--- config.mk ---
export PLATFORM = sky130hd
export DESIGN_NAME = byte_alu_flags
export DESIGN_NICKNAME = d
export VERILOG_FILES = /design/src/rtl/bau_pkg.sv /design/src/rtl/bau_addsub.sv /design/src/rtl/bau_logic.sv /design/src/rtl/bau_rotate.sv /design/src/rtl/bau_flagreg.sv /design/src/rtl/byte_alu_flags.sv
export SDC_FILE = /design/constraint.sdc
export NUM_CORES = 1
export LEC_CHECK = 0
export BUFFER_PORTS_ARGS = -buffer_cell sky130_fd_sc_hd__buf_2
export CORE_ASPECT_RATIO = 1.75
export CORE_UTILIZATION = 45
export CTS_CLUSTER_SIZE = 25
export DETAILED_ROUTE_END_ITERATION = 10
export PLACE_DENSITY = 0.8
export SLEW_MARGIN = 0
export SYNTH_ARGS = -nofsm -noshare
export SYNTH_HDL_FRONTEND = slang
export SYNTH_SLANG_ARGS = --single-unit
--- constraint.sdc ---
create_clock -name clk -period 5 [get_ports clk]
set_input_delay 1 -clock clk [delete_from_list [all_inputs] [get_ports clk]]
set_output_delay 1 -clock clk [all_outputs]
set_load 0.03 [all_outputs]
--- src/rtl/bau_pkg.sv ---
package bau_pkg;
   typedef enum logic [3:0] {
      OP_ADD = 4'd0,
      OP_SUB = 4'd1,
      OP_AND = 4'd2,
      OP_OR  = 4'd3,
      OP_XOR = 4'd4,
      OP_NOT = 4'd5,
      OP_INC = 4'd6,
      OP_DEC = 4'd7,
      OP_RR  = 4'd8,
      OP_RL  = 4'd9
   } bau_op_e;

   localparam int unsigned BAU_OP_W = 4;
   localparam int unsigned BAU_NFLAGS = 3;
endpackage

--- src/rtl/bau_addsub.sv ---
// Adder/subtractor exposing carry out of the nibble split point and of the MSB.
module bau_addsub #(
   parameter int unsigned W     = 8,
   parameter int unsigned NIB   = 4,
   parameter int unsigned STYLE = 0
) (
   input  logic [W-1:0] a,
   input  logic [W-1:0] b,
   input  logic         sub,
   output logic [W-1:0] sum,
   output logic         nib_co,
   output logic         msb_co
);
   localparam int unsigned HI_W = W - NIB;

   initial begin
      assert (NIB > 0 && NIB < W) else $error("bau_addsub: NIB must lie inside the word");
      assert (STYLE <= 1) else $error("bau_addsub: STYLE must be 0 or 1");
   end

   logic [W-1:0] b_eff;
   assign b_eff = sub ? ~b : b;

   generate
      if (STYLE == 0) begin : g_split
         // Two short adders joined at the nibble boundary.
         logic [NIB:0]  lo;
         logic [HI_W:0] hi;
         always_comb begin
            lo = {1'b0, a[NIB-1:0]} + {1'b0, b_eff[NIB-1:0]} + {{NIB{1'b0}}, sub};
            hi = {1'b0, a[W-1:NIB]} + {1'b0, b_eff[W-1:NIB]} + {{HI_W{1'b0}}, lo[NIB]};
         end
         assign sum    = {hi[HI_W-1:0], lo[NIB-1:0]};
         assign nib_co = lo[NIB];
         assign msb_co = hi[HI_W];
      end else begin : g_ripple
         // Bitwise ripple chain; nibble carry tapped mid-chain.
         logic [W:0] cy;
         assign cy[0] = sub;
         for (genvar i = 0; i < W; i++) begin : g_bit
            assign sum[i]  = a[i] ^ b_eff[i] ^ cy[i];
            assign cy[i+1] = (a[i] & b_eff[i]) | (cy[i] & (a[i] ^ b_eff[i]));
         end
         assign nib_co = cy[NIB];
         assign msb_co = cy[W];
      end
   endgenerate
endmodule

--- src/rtl/bau_logic.sv ---
// Bitwise operations; complement acts on the first operand only.
module bau_logic
   import bau_pkg::*;
#(
   parameter int unsigned W = 8
) (
   input  bau_op_e      op,
   input  logic [W-1:0] a,
   input  logic [W-1:0] b,
   output logic [W-1:0] y
);
   always_comb begin
      case (op)
         OP_AND:  y = a & b;
         OP_OR:   y = a | b;
         OP_XOR:  y = a ^ b;
         OP_NOT:  y = ~a;
         default: y = a;
      endcase
   end
endmodule

--- src/rtl/bau_rotate.sv ---
// Rotate through a carry bit that acts as bit W of a (W+1)-bit ring.
module bau_rotate #(
   parameter int unsigned W = 8
) (
   input  logic [W-1:0] din,
   input  logic         cin,
   input  logic         left,
   output logic [W-1:0] dout,
   output logic         cout
);
   initial begin
      assert (W >= 2) else $error("bau_rotate: width below 2");
   end

   always_comb begin
      if (left) begin
         dout = {din[W-2:0], cin};
         cout = din[W-1];
      end else begin
         dout = {cin, din[W-1:1]};
         cout = din[0];
      end
   end
endmodule

--- src/rtl/bau_flagreg.sv ---
// Status bits with asynchronous clear and synchronous load enable.
module bau_flagreg #(
   parameter int unsigned N = 3
) (
   input  logic         clk,
   input  logic         rst_n,
   input  logic         we,
   input  logic [N-1:0] d,
   output logic [N-1:0] q
);
   always_ff @(posedge clk or negedge rst_n) begin
      if (!rst_n)  q <= '0;
      else if (we) q <= d;
   end

   p_hold_when_off_r8: assert property (@(posedge clk) disable iff (!rst_n)
      !we |=> $stable(q));
endmodule

--- src/rtl/byte_alu_flags.sv ---
module byte_alu_flags
   import bau_pkg::*;
#(
   parameter int unsigned WIDTH       = 8,
   parameter int unsigned NIBBLE      = 4,
   parameter int unsigned ADDER_STYLE = 0
) (
   input  logic             clk,
   input  logic             rst_n,
   input  logic [3:0]       op_sel,
   input  logic [WIDTH-1:0] opd_a,
   input  logic [WIDTH-1:0] opd_b,
   input  logic             flag_we,
   output logic [WIDTH-1:0] result,
   output logic             flag_c,
   output logic             flag_dc,
   output logic             flag_z
);
   localparam logic [WIDTH-1:0] ONE = {{(WIDTH-1){1'b0}}, 1'b1};

   initial begin
      assert (WIDTH >= 2 * NIBBLE) else $error("byte_alu_flags: WIDTH too small for nibble split");
      assert ($bits(op_sel) == BAU_OP_W) else $error("byte_alu_flags: op width mismatch");
   end

   bau_op_e op;
   assign op = bau_op_e'(op_sel);

   // One shared adder serves add, subtract, increment and decrement.
   logic             is_incdec;
   logic [WIDTH-1:0] as_b;
   logic             as_sub;
   logic [WIDTH-1:0] as_sum;
   logic             as_nib_co, as_msb_co;

   assign is_incdec = (op == OP_INC) || (op == OP_DEC);
   assign as_b      = is_incdec ? ONE : opd_b;
   assign as_sub    = (op == OP_SUB) || (op == OP_DEC);

   bau_addsub #(.W(WIDTH), .NIB(NIBBLE), .STYLE(ADDER_STYLE)) u_addsub (
      .a(opd_a), .b(as_b), .sub(as_sub),
      .sum(as_sum), .nib_co(as_nib_co), .msb_co(as_msb_co)
   );

   logic [WIDTH-1:0] lg_y;
   bau_logic #(.W(WIDTH)) u_logic (.op(op), .a(opd_a), .b(opd_b), .y(lg_y));

   logic [WIDTH-1:0] rt_y;
   logic             rt_co;
   bau_rotate #(.W(WIDTH)) u_rotate (
      .din(opd_a), .cin(flag_c), .left(op == OP_RL), .dout(rt_y), .cout(rt_co)
   );

   logic c_nx, dc_nx, z_nx;
   always_comb begin
      result = opd_a;
      c_nx   = flag_c;
      dc_nx  = flag_dc;
      z_nx   = flag_z;
      case (op)
         OP_ADD, OP_SUB: begin
            result = as_sum;
            c_nx   = as_msb_co;
            dc_nx  = as_nib_co;
            z_nx   = (as_sum == '0);
         end
         OP_AND, OP_OR, OP_XOR, OP_NOT: begin
            result = lg_y;
            z_nx   = (lg_y == '0);
         end
         OP_INC, OP_DEC: begin
            result = as_sum;
            z_nx   = (as_sum == '0);
         end
         OP_RR, OP_RL: begin
            result = rt_y;
            c_nx   = rt_co;
         end
         default: ;
      endcase
   end

   logic [BAU_NFLAGS-1:0] fl_q;
   bau_flagreg #(.N(BAU_NFLAGS)) u_flags (
      .clk(clk), .rst_n(rst_n), .we(flag_we),
      .d({c_nx, dc_nx, z_nx}), .q(fl_q)
   );
   assign {flag_c, flag_dc, flag_z} = fl_q;

   // Reference quantities for the checks below, formed from the ports.
   logic [WIDTH:0] ref_wide_add;
   assign ref_wide_add = {1'b0, opd_a} + {1'b0, opd_b};
   logic is_logic_op, is_rot_op, is_rsvd_op;
   assign is_logic_op = (op_sel >= 4'd2) && (op_sel <= 4'd5);
   assign is_rot_op   = (op_sel == 4'd8) || (op_sel == 4'd9);
   assign is_rsvd_op  = (op_sel >= 4'd10);

   p_add_carry_r1: assert property (@(posedge clk) disable iff (!rst_n)
      (flag_we && op_sel == 4'd0) |=> flag_c == $past(ref_wide_add[WIDTH]));
   p_sub_noborrow_r2: assert property (@(posedge clk) disable iff (!rst_n)
      (flag_we && op_sel == 4'd1) |=> flag_c == ($past(opd_a) >= $past(opd_b)));
   p_sub_nibble_r3: assert property (@(posedge clk) disable iff (!rst_n)
      (flag_we && op_sel == 4'd1) |=>
         flag_dc == ($past(opd_a[NIBBLE-1:0]) >= $past(opd_b[NIBBLE-1:0])));
   p_rr_carry_r4: assert property (@(posedge clk) disable iff (!rst_n)
      (flag_we && op_sel == 4'd8) |=> flag_c == $past(opd_a[0]));
   p_rl_carry_r4: assert property (@(posedge clk) disable iff (!rst_n)
      (flag_we && op_sel == 4'd9) |=> flag_c == $past(opd_a[WIDTH-1]));
   p_logic_keep_r5: assert property (@(posedge clk) disable iff (!rst_n)
      (flag_we && is_logic_op) |=> $stable(flag_c) && $stable(flag_dc));
   p_incdec_keep_r6: assert property (@(posedge clk) disable iff (!rst_n)
      (flag_we && (op_sel == 4'd6 || op_sel == 4'd7)) |=> $stable(flag_c) && $stable(flag_dc));
   p_rot_zkeep_r7: assert property (@(posedge clk) disable iff (!rst_n)
      (flag_we && is_rot_op) |=> $stable(flag_z) && $stable(flag_dc));
   p_rsvd_keep_r9: assert property (@(posedge clk) disable iff (!rst_n)
      (flag_we && is_rsvd_op) |=> $stable(flag_c) && $stable(flag_dc) && $stable(flag_z));
endmodule

==> impl_metrics.csv <==
group,metric,value,unit
logic_synthesis,synth_edf_count,0,
placed_design,place.gp.congestion,0.9786,
die,fp.dieH,87.58,um
sta,period_needed,4.822,ns
grt,grt_pass1_vias,2107,
placed_design,pre_cts_ws,0.04371,ns
cells_and_area,final_cell_mix,"buf_2, o21ai_0, buf_4, nor2_1, ha_1",
setup_path,end_kind,"primary output",
die,start_util,0.4778,
cts,cts_buffer_depth,2,
detailed_routing,viasPerCell,6.218,
setup_path,cp_max_fo,6,
cells_and_area,layout-drive-gt1-share,0.2656,
run_status,status,"complete, no violations",
detailed_routing,drc_errors,0,
placed_design,dp.cells,346,
cells_and_area,top_register,"u_flags.q",
cts,cts-root-buf,"clkbuf_8",
flow_run,drv_cap,0,
sta,finalSetupViolCount,0,
cts,clk-insertion-delay-late,0.21,ns
sta,slew_headroom,0.6783,
grt,grt_start_max_net_pins,37,
logic_synthesis,synth-seq-area-share,0.03987,
grt,grt_pass1_wl,9660,um
sta,max_freq,207.4,MHz
cells_and_area,fin_nets,354,
die,row_count,30,
logic_synthesis,synthArstFlopShare,1.000,
pwr,vdd_ir_drop_max,0.0002606,V
grt,track_usage,0.2783,
sta,finalHoldViolations,0,
setup_path,path_class,"input pin to primary output",
logic_synthesis,synth_flop_cell,"dfrtp_1",
sta,rsz0062_at_grt,"true",
setup_path,critPathTopFamily,"compound AO/OA/AOI/OAI gates",
cells_and_area,final_common_cell,"buf_2",
sta,skew,0,ns
cells_and_area,largest_reg_flops,3,
cts,clkSinkCount,3,
sta,final_max_slew_viol_count,0,
setup_path,arrival,3.82,ns
cts,holdBufCountCts,0,
grt,antenna_found_initial,0,
cts,cts_max_level,1,
setup_path,crit_chain,"buf_4 > nor3b_4 > buf_4 > buf_4 > nand3_2 > nand2_2 > fa_2 > a21o_1 > a21oi_2 > fa_2 > inv_1 > a21o_1 > a21oi_2 > xor2_1 > mux2i_1 > o311a_1 > buf_6",
logic_synthesis,synth_area,0.001883,mm^2
detailed_routing,firstDrtPassIters,4,
die,core,0.003941,mm^2
cells_and_area,final_util,0.5743,
detailed_routing,post_drt_wl_per_cell,16.67,um
logic_synthesis,syn_inst,263,
grt,grt_remaining_overflow,0,
sta,tightest_slew,0.4791,ns
detailed_routing,dr.first_iter.drc_count,89,
setup_path,slowest_delay,0.36,ns
logic_synthesis,syn_area_per_cell,7.160,um^2
placed_design,portBuffers,33,
die,io_pins,34,
pwr,power_leakage,1.071,nW
setup_path,startpoint_type,"input pin",
pwr,powerDensity,164.9,mW/mm^2
logic_synthesis,yosysUniqueCellTypes,58,
setup_path,cpMostUsedCell,"buf_4",
logic_synthesis,yosys_warnings,0,
sta,setup_ws,0.1777,ns
cts,clk_pin_slew_worst_paths,0.03,ns
placed_design,dp_hpwl,4676,um
logic_synthesis,syn-num-nets,311,
die,die_width,50.90,um
logic_synthesis,ys_seq_elements,3,
cells_and_area,top_regs,"u_flags.q: 3 flops",
cts,cts_made_buffers,3,
cts,cts_tree,"done",
sta,setup_tns,0,ns
detailed_routing,vias,2195,
cells_and_area,stdcell_count,353,
worst_hold_path,hp-class,"flop to flop",
detailed_routing,final_antenna_net_count,0,
setup_path,cp.required,4.00,ns
setup_path,timing.critical_path.buf_inv,5,
detailed_routing,drt_wl_total,5886,um
cells_and_area,antenna_cells,0,
cells_and_area,area_growth,20.20,%
setup_path,cp_slowest_cell,"fa_2",
sta,post-route-period-util,0.9645,
die,die_area,0.004458,mm^2
what timing repair did:
item / 4_1_cts / 5_1_grt
setup buffers: 0 / 3
setup endpoints to repair: 0 / 3
gates resized for setup: 0 / 18
cell families after synthesis:
group | count (synthesis) | share of synthesized area
AOI/OAI and AO/OA | 88 | 0.3063
xor gates and xnor gates | 5 | 0.02326
adders and majority gates | 25 | 0.1781
buffers and inverters | 41 | 0.1136
DFF | 3 | 0.03987
muxes | 15 | 0.08305
and+or+nand+nor | 86 | 0.2558
report_power, final:
| part | switching (W) | total (W) | leakage, nW | internal [W] |
|---|---|---|---|---|
| clock network | 0.0000148 | 0.0000691 | 0.0228 | 0.0000543 |
| registers | 0.00000280 | 0.0000310 | 0.0382 | 0.0000282 |
| logic | 0.000162 | 0.000273 | 1.01 | 0.000112 |
| total | 0.000179 | 0.000373 | 1.07 | 0.000194 |
layout make-up:
type | count | area [um^2]
Sequential cell | 3 | 75.07
Inverter | 22 | 82.58
Timing Repair Buffer | 57 | 360.3
Tap cell | 48 | 60.06
Clock buffer | 4 | 45.04
Multi-Input combinational cell | 219 | 1640
Fill cell | 387 | 1678
cell usage after synthesis, drive strengths merged (2+ instances only):
cell	instances	share of area
a31oi	3	0.010
o311a	2	0.011
a211oi	8	0.032
and2b	2	0.0086
nand3	4	0.013
xnor2	3	0.014
nor3	3	0.0080
a21o	3	0.012
o221ai	2	0.0093
nor2b	6	0.020
and2	2	0.0066
a221o	2	0.011
mux2i	13	0.069
fa	3	0.032
o211ai	8	0.032
xor2	2	0.0093
nand2	22	0.045
a2111oi	2	0.010
mux2	2	0.014
nand3b	5	0.020
nor4b	2	0.016
buf	14	0.060
ha	22	0.15
a21oi	16	0.043
nand2b	11	0.037
nor3b	2	0.020
dfrtp	3	0.040
clkbuf	5	0.010
a211o	2	0.0093
o21ai	30	0.082
nor2	22	0.044
inv	21	0.042
a32oi	2	0.0093
per-layer routing:
layer | track usage | up-vias | share of wire
li1 | - | 1045 | -
met1 | 0.3215 | 1008 | 0.37
met2 | 0.4809 | 112 | 0.51
met3 | 0.04167 | 30 | 0.064
met4 | 0.1490 | 0 | 0.057
met5 | 0 | - | 0
worst paths after layout:
| kind | slack [ns] | cells after the start | startpoint | end |
|---|---|---|---|---|
| min in group asynchronous | 0.58 | 1 | rst_n | u_flags.q[0] |
| worst max-delay path | 0.18 | 17 | op_sel[0] | result[7] |
| worst max register to register | 4.26 | 1 | u_flags.q[0] | u_flags.q[0] |
| worst min-delay path | 0.49 | 1 | u_flags.q[0] | u_flags.q[0] |
| worst min register to register | 0.49 | 1 | u_flags.q[0] | u_flags.q[0] |
| max in group asynchronous | 4.31 | 1 | rst_n | u_flags.q[2] |
metrics by stage:
stage,cell area [um^2],hold slack (ns),power (W)
3_3_place_gp,2138,0.4829,0.0002842
4_1_cts,2183,0.4944,0.0003584
5_1_grt,2263,0.5146,0.0004025
6_report,2263,0.4880,0.0003733
3_5_place_dp,2138,0.4876,0.0002875
2_1_floorplan,1887,0.6875,0.0002056
(Power assumes the default switching activity.)
